==> src/rtl/afb_pkg.sv <==
// Package afb_pkg
// Shared constants and helpers for the acceptance filter bank.
// Assumes the configuration space is word addressed: enable word first,
// then a mask/identifier pair per filter.
package afb_pkg;

    localparam int unsigned EN_ADDR = 0;

    // Configuration address of the mask word of filter k
    function automatic int unsigned mask_addr(input int unsigned k);
        return 2 * k + 1;
    endfunction

    // Configuration address of the identifier word of filter k
    function automatic int unsigned ident_addr(input int unsigned k);
        return 2 * k + 2;
    endfunction

endpackage

==> src/rtl/afb_entry.sv <==
// Module afb_entry
// One filter: holds a mask word and an identifier word, and flags a match
// of the probe identifier when the filter is enabled.
// Assumes the caller decodes addresses; writes are refused while enabled.
module afb_entry #(
    parameter int unsigned ID_W = 32
) (
    input  logic            clk,
    input  logic            rst_n,
    input  logic            enabled,
    input  logic            wr_mask,
    input  logic            wr_ident,
    input  logic [ID_W-1:0] wdata,
    input  logic [ID_W-1:0] probe,
    output logic            hit
);

    logic [ID_W-1:0] mask_q;
    logic [ID_W-1:0] ident_q;

    // Mask storage, writable only while the filter is disabled
    always_ff @(posedge clk) begin
        if (!rst_n) begin
            mask_q <= '0;
        end else if (wr_mask && !enabled) begin
            mask_q <= wdata;
        end
    end

    // Identifier storage, writable only while the filter is disabled
    always_ff @(posedge clk) begin
        if (!rst_n) begin
            ident_q <= '0;
        end else if (wr_ident && !enabled) begin
            ident_q <= wdata;
        end
    end

    // Masked comparison: every bit selected by the mask must agree
    always_comb begin
        hit = enabled && (((probe ^ ident_q) & mask_q) == '0);
    end

endmodule

==> src/rtl/afb_prio.sv <==
// Module afb_prio
// Fixed-priority encoder: reports whether any request is set and the
// index of the lowest-numbered one. Assumes N >= 2.
module afb_prio #(
    parameter int unsigned N = 4,
    localparam int unsigned IW = $clog2(N)
) (
    input  logic [N-1:0]  req,
    output logic          any,
    output logic [IW-1:0] idx
);

    // Scan from the top down so the lowest set request is written last
    always_comb begin
        any = 1'b0;
        idx = '0;
        for (int i = N - 1; i >= 0; i--) begin
            if (req[i]) begin
                any = 1'b1;
                idx = IW'(i);
            end
        end
    end

endmodule

==> src/rtl/afb_filter_bank.sv <==
// Module afb_filter_bank
// Acceptance filter bank: NUM_FLT mask/identifier filters gated by an
// enable word. A probe identifier gets a registered accept decision,
// a bypass flag (all filters off) and the lowest matching filter index.
// Assumes one probe per cycle; results follow one cycle later.
module afb_filter_bank #(
    parameter int unsigned NUM_FLT = 4,
    parameter int unsigned ID_W    = 32,
    localparam int unsigned AW     = $clog2(2 * NUM_FLT + 1),
    localparam int unsigned IW     = $clog2(NUM_FLT)
) (
    input  logic            clk,
    input  logic            rst_n,
    input  logic            cfg_we,
    input  logic [AW-1:0]   cfg_addr,
    input  logic [ID_W-1:0] cfg_wdata,
    input  logic            id_valid,
    input  logic [ID_W-1:0] id_in,
    output logic            res_valid,
    output logic            res_accept,
    output logic            res_bypass,
    output logic [IW-1:0]   res_idx
);
    import afb_pkg::*;

    logic [NUM_FLT-1:0] en_q;
    logic [NUM_FLT-1:0] hit_vec;
    logic               hit_any;
    logic [IW-1:0]      hit_idx;
    logic               all_off;

    // Enable word register, always writable
    always_ff @(posedge clk) begin
        if (!rst_n) begin
            en_q <= '0;
        end else if (cfg_we && cfg_addr == AW'(EN_ADDR)) begin
            en_q <= cfg_wdata[NUM_FLT-1:0];
        end
    end

    // One filter entry per enable bit, with its own address decode
    for (genvar k = 0; k < NUM_FLT; k++) begin : g_flt
        logic wr_m;
        logic wr_i;
        assign wr_m = cfg_we && (cfg_addr == AW'(mask_addr(k)));
        assign wr_i = cfg_we && (cfg_addr == AW'(ident_addr(k)));

        afb_entry #(.ID_W(ID_W)) entry_i (
            .clk      (clk),
            .rst_n    (rst_n),
            .enabled  (en_q[k]),
            .wr_mask  (wr_m),
            .wr_ident (wr_i),
            .wdata    (cfg_wdata),
            .probe    (id_in),
            .hit      (hit_vec[k])
        );
    end

    afb_prio #(.N(NUM_FLT)) prio_i (
        .req (hit_vec),
        .any (hit_any),
        .idx (hit_idx)
    );

    assign all_off = (en_q == '0);

    // Result register: cleared whenever no identifier was offered
    always_ff @(posedge clk) begin
        if (!rst_n) begin
            res_valid  <= 1'b0;
            res_accept <= 1'b0;
            res_bypass <= 1'b0;
            res_idx    <= '0;
        end else begin
            res_valid  <= id_valid;
            res_accept <= id_valid && (all_off || hit_any);
            res_bypass <= id_valid && all_off;
            res_idx    <= (id_valid && !all_off) ? hit_idx : '0;
        end
    end

endmodule

==> config.mk <==
export PLATFORM = sky130hd
export DESIGN_NAME = afb_filter_bank
export DESIGN_NICKNAME = d
export VERILOG_FILES = /design/src/rtl/afb_pkg.sv /design/src/rtl/afb_entry.sv /design/src/rtl/afb_prio.sv /design/src/rtl/afb_filter_bank.sv
export SDC_FILE = /design/constraint.sdc
export NUM_CORES = 1
export LEC_CHECK = 0
export BUFFER_PORTS_ARGS = -buffer_cell sky130_fd_sc_hd__buf_2
export CAP_MARGIN = 0
export CORE_MARGIN = 1.5
export CORE_UTILIZATION = 35
export DETAILED_ROUTE_END_ITERATION = 8
export PLACE_DENSITY = 0.54
export REMOVE_ABC_BUFFERS = 1
export SYNTH_ARGS = -nofsm -noshare
export SYNTH_HDL_FRONTEND = slang
export SYNTH_HIERARCHICAL = 1
export SYNTH_SLANG_ARGS = --single-unit
==> constraint.sdc <==
create_clock -name clk -period 1.95 [get_ports clk]
set_input_delay 0.195 -clock clk [delete_from_list [all_inputs] [get_ports clk]]
set_output_delay 0.195 -clock clk [all_outputs]
set_load 0.005 [all_outputs]
==> summary.md <==
| Metric | Value |
|---|---|
| Run status | `finished clean` |
| Number of design-rule violations left by the first detailed-router iteration | `504` |
| Clock buffer count from CTS | `30` |
| Cell type group with the largest total delay on the critical path | `simple AND/OR/NAND/NOR gates` |
| Vias in the first global route | `9020` |
| WP data arrival | `2270 ps` |
| Row count | `66` |
| Crit path buf inv count | `0` |
| Cells along the critical path | `xor2_1 > a22o_1 > a221oi_4 > nand4_1 > nor3_2 > nand2b_1 > a21oi_2 > and2_1` |
| Unrepaired setup endpoints after global routing | `yes` |
| Leakage power | `5.19 nW` |
| Number of setup violations in the final report | `0` |
| Class of the worst hold path | `primary input to register` |
| Pin count of the biggest net entering global routing | `105` |
| DRT antenna net count | `0` |
| Fin. max-slew vios | `0` |
| Count of filler cells inserted in the layout | `3259` |
| Synth warn | `6` |
| Half-perimeter wire length after detailed placement | `21100 microns` |
| Final wirelength | `32500 microns` |
| Die Span X | `186 microns` |
| Worst reg2reg setup slack | `120 ps` |
| Fraction of the yosys area taken by sequential cells | `0.452` |
| Routed wirelength normalized by instance count | `16.8 microns` |
| Worst flop-to-flop path endpoint | `res_idx[0]$_SDFF_PN0_` |
| Worst Setup End Kind | `register` |
| CTS tree | `done` |
| Count of flip-flops with a built-in enable after synthesis | `0` |
| Share of final-layout standard cells stronger than drive strength 1 | `0.127` |
| Transition time at the pin with the least slew margin | `636 ps` |
| Detail-routed via count per cell | `4.82` |
| Gate count after technology mapping | `1385` |
| Source of the critical timing path | `g_flt[2].entry_i/ident_q[14]$_SDFFE_PN0P_` |
| Clock insertion delay at the later pin of the skew report | `550 ps` |
| Effective utilization at floorplan | `0.358` |
| Number of I/O port buffers | `76` |
| DRC | `0` |
| Worst Skew | `12.2 ps` |
| Period utilization | `0.939` |
| Instance count after placement with tap cells included | `1848` |
| Critical Path Stages | `8` |
| Worst Setup Start Kind | `register` |
| Most used flip-flop cell after synthesis | `sky130_fd_sc_hd__dfxtp_1` |
| Number of antenna repair diodes | `0` |
| CP max-delay cell | `sky130_fd_sc_hd__dfxtp_1` |
| CP Capture Point | `res_idx[0]$_SDFF_PN0_` |
| Final Hold Vio Count | `0` |
| Core outline area | `32800 sq um` |
| Count of nets after finishing | `1543` |
| Highest clock rate | `0.546 GHz` |
| Clk buf depth | `3` |
| Average cell area after synthesis | `8.48 sq um` |
| First-pass GRT wire length | `51400 microns` |
| Die height | `186 microns` |
| Max rail drop VDD | `0.686 mV` |
| Critical path class | `register to register` |
| Final weighted congestion in routability-driven placement | `0.794` |
| Number of cell instances on the worst register-to-register path | `8` |
| Summed instance area of the synthesized netlist | `11700 sq um` |
| Async S/R FF share, synth | `0` |
| Ports | `77` |
| Clk pin slew, worst setup/hold paths | `60 ps` |
| Global router's overall resource usage | `0.191` |
| Critical path required time | `2390 ps` |
| Power density cells | `864 nW/um^2` |
| Max_cap viols | `0` |
| Register bit count reported by yosys | `265` |
| Critical Path Max Stage Delay | `310 ps` |
| Max-slew headroom | `0.572` |
| Antenna violations before repair | `0` |
| Total global routing overflow | `0` |
| Reg2reg start | `g_flt[2].entry_i/ident_q[14]$_SDFFE_PN0P_` |
| Unique masters post-synth | `28` |
| Root buffer cell | `sky130_fd_sc_hd__clkbuf_16` |
| Synthesis-to-finish area growth | `20.1%` |
| CP max FO | `2` |
| Finished Layout Cells | `1935` |
| First drt pass iteration count | `6` |
| H-tree levels | `1` |
| Period minus WS final | `1830 ps` |
| Number of clock sinks | `265` |
| Share of the core filled with cells | `0.430` |
| Total number of vias | `9333` |
| Die area | `34700 sq um` |
cells by family (layout without fill, tap and decap cells):
kind of cell	Yosys count	in the layout	synth area share
buf+inv	87	195	0.0338
xor+xnor	128	128	0.0955
compound gates	317	317	0.216
flops	265	265	0.452
mux	4	4	0.00341
simple gates	584	584	0.199
how the worst min path moves through the flow:
stage	from	end	slack, ps	cells past startpoint
floorplan	id_valid	res_valid$_SDFF_PN0_	320	2
global placement	g_flt[0].entry_i/mask_q[25]$_SDFFE_PN0P_	g_flt[0].entry_i/mask_q[25]$_SDFFE_PN0P_	440	2
detailed placement	g_flt[0].entry_i/mask_q[25]$_SDFFE_PN0P_	g_flt[0].entry_i/mask_q[25]$_SDFFE_PN0P_	450	2
CTS	rst_n	g_flt[0].entry_i/ident_q[13]$_SDFFE_PN0P_	0.7	2
global route	rst_n	g_flt[3].entry_i/mask_q[30]$_SDFFE_PN0P_	20	2
finish	rst_n	g_flt[0].entry_i/ident_q[13]$_SDFFE_PN0P_	20	2
flip-flops by register name, summed over array words and instances (netlist names):
register,cells
res_idx,2
g_flt.entry_i/ident_q,128
res_bypass,1
res_accept,1
en_q,4
g_flt.entry_i/mask_q,128
res_valid,1
synth_stat cells, types with 4 or more instances:
master | count | area (sq um)
sky130_fd_sc_hd__a221oi_1 | 4 | 35.0
sky130_fd_sc_hd__buf_2 | 48 | 240
sky130_fd_sc_hd__nand4_1 | 12 | 75.1
sky130_fd_sc_hd__a21boi_0 | 236 | 1770
sky130_fd_sc_hd__nor3_2 | 4 | 40.0
sky130_fd_sc_hd__a22o_1 | 20 | 175
sky130_fd_sc_hd__nand2_1 | 527 | 1980
sky130_fd_sc_hd__mux2i_1 | 4 | 40.0
sky130_fd_sc_hd__a221oi_2 | 16 | 240
sky130_fd_sc_hd__clkbuf_1 | 36 | 135
sky130_fd_sc_hd__a222oi_1 | 4 | 40.0
sky130_fd_sc_hd__xor2_1 | 128 | 1120
sky130_fd_sc_hd__a21boi_1 | 20 | 150
sky130_fd_sc_hd__nand2b_1 | 11 | 68.8
sky130_fd_sc_hd__dfxtp_1 | 265 | 5310
sky130_fd_sc_hd__nor2_1 | 11 | 41.3
sky130_fd_sc_hd__a22oi_1 | 16 | 120
sky130_fd_sc_hd__nor2b_1 | 8 | 50.1
cells in the final DEF (no fill, tap or decap), types with 2 or more instances in the layout:
cell type	n
sky130_fd_sc_hd__nand2b_2	4
sky130_fd_sc_hd__nor3_2	4
sky130_fd_sc_hd__and2_1	2
sky130_fd_sc_hd__nand2b_1	7
sky130_fd_sc_hd__dlygate4sd3_1	33
sky130_fd_sc_hd__a22oi_1	16
sky130_fd_sc_hd__nor3_1	3
sky130_fd_sc_hd__nor2b_4	4
sky130_fd_sc_hd__a221oi_2	16
sky130_fd_sc_hd__nand2_1	527
sky130_fd_sc_hd__a22o_1	20
sky130_fd_sc_hd__buf_2	75
sky130_fd_sc_hd__nor2b_2	4
sky130_fd_sc_hd__clkinv_2	2
sky130_fd_sc_hd__dfxtp_1	265
sky130_fd_sc_hd__a222oi_1	4
sky130_fd_sc_hd__nand4_1	12
sky130_fd_sc_hd__a221oi_1	3
sky130_fd_sc_hd__clkbuf_1	6
sky130_fd_sc_hd__buf_12	11
sky130_fd_sc_hd__bufinv_16	2
sky130_fd_sc_hd__xor2_1	128
sky130_fd_sc_hd__a21boi_0	236
sky130_fd_sc_hd__clkbuf_16	31
sky130_fd_sc_hd__a21boi_1	20
sky130_fd_sc_hd__nand3b_1	2
sky130_fd_sc_hd__buf_4	19
sky130_fd_sc_hd__inv_1	2
sky130_fd_sc_hd__clkbuf_8	13
sky130_fd_sc_hd__nor2_1	11
sky130_fd_sc_hd__mux2i_1	4
power breakdown:
| part | switching (W) | leakage [nW] | internal, W | total [W] |
|---|---|---|---|---|
| clock network | 0.00221 | 0.519 | 0.00363 | 0.00585 |
| logic | 0.000471 | 2.53 | 0.000332 | 0.000804 |
| registers | 0.0000443 | 2.14 | 0.00549 | 0.00553 |
| total | 0.00273 | 5.19 | 0.00945 | 0.0122 |
through the flow:
stage	setup slack (ps)	area (sq um)	hold WS (ps)	setup TNS, ps	power [W]
final	118	14100	15.3	0	0.0122
after detailed placement	73.7	12700	446	0	0.00641
after CTS	101	14100	0.718	0	0.0124
after global routing	-2.85	14100	22.1	-2.85	0.0127
after floorplan	-203	11400	325	-20670	0.00596
after global placement	73.3	12700	443	0	0.00640
what timing repair did:
item | in CTS | in global routing
hold buffers | 33 | 0
endpoints found under the setup margin | 0 | 2
resized for setup | 0 | 2
setup buffers | 0 | 0
endpoints found under the hold margin | 254 | 0
area by class of cell:
type                            instances  area (sq um)  share of cell area
Multi-Input combinational cell       1033          6110               0.433
Timing Repair Buffer                  139          1080              0.0766
Inverter                                2          7.51            0.000532
Tap cell                              442           553              0.0392
Sequential cell                       265          5310               0.376
Clock inverter                          4          70.1             0.00497
Clock buffer                           50           977              0.0693
per-layer routing:
layer  vias to the layer above  track usage  part of all wire
li1                       4736            -                 -
met1                      4402        0.254              0.47
met2                       163        0.332              0.48
met3                        32       0.0224             0.036
met4                         0       0.0439             0.017
met5                         -            0                 0
(Power assumes the default switching activity.)
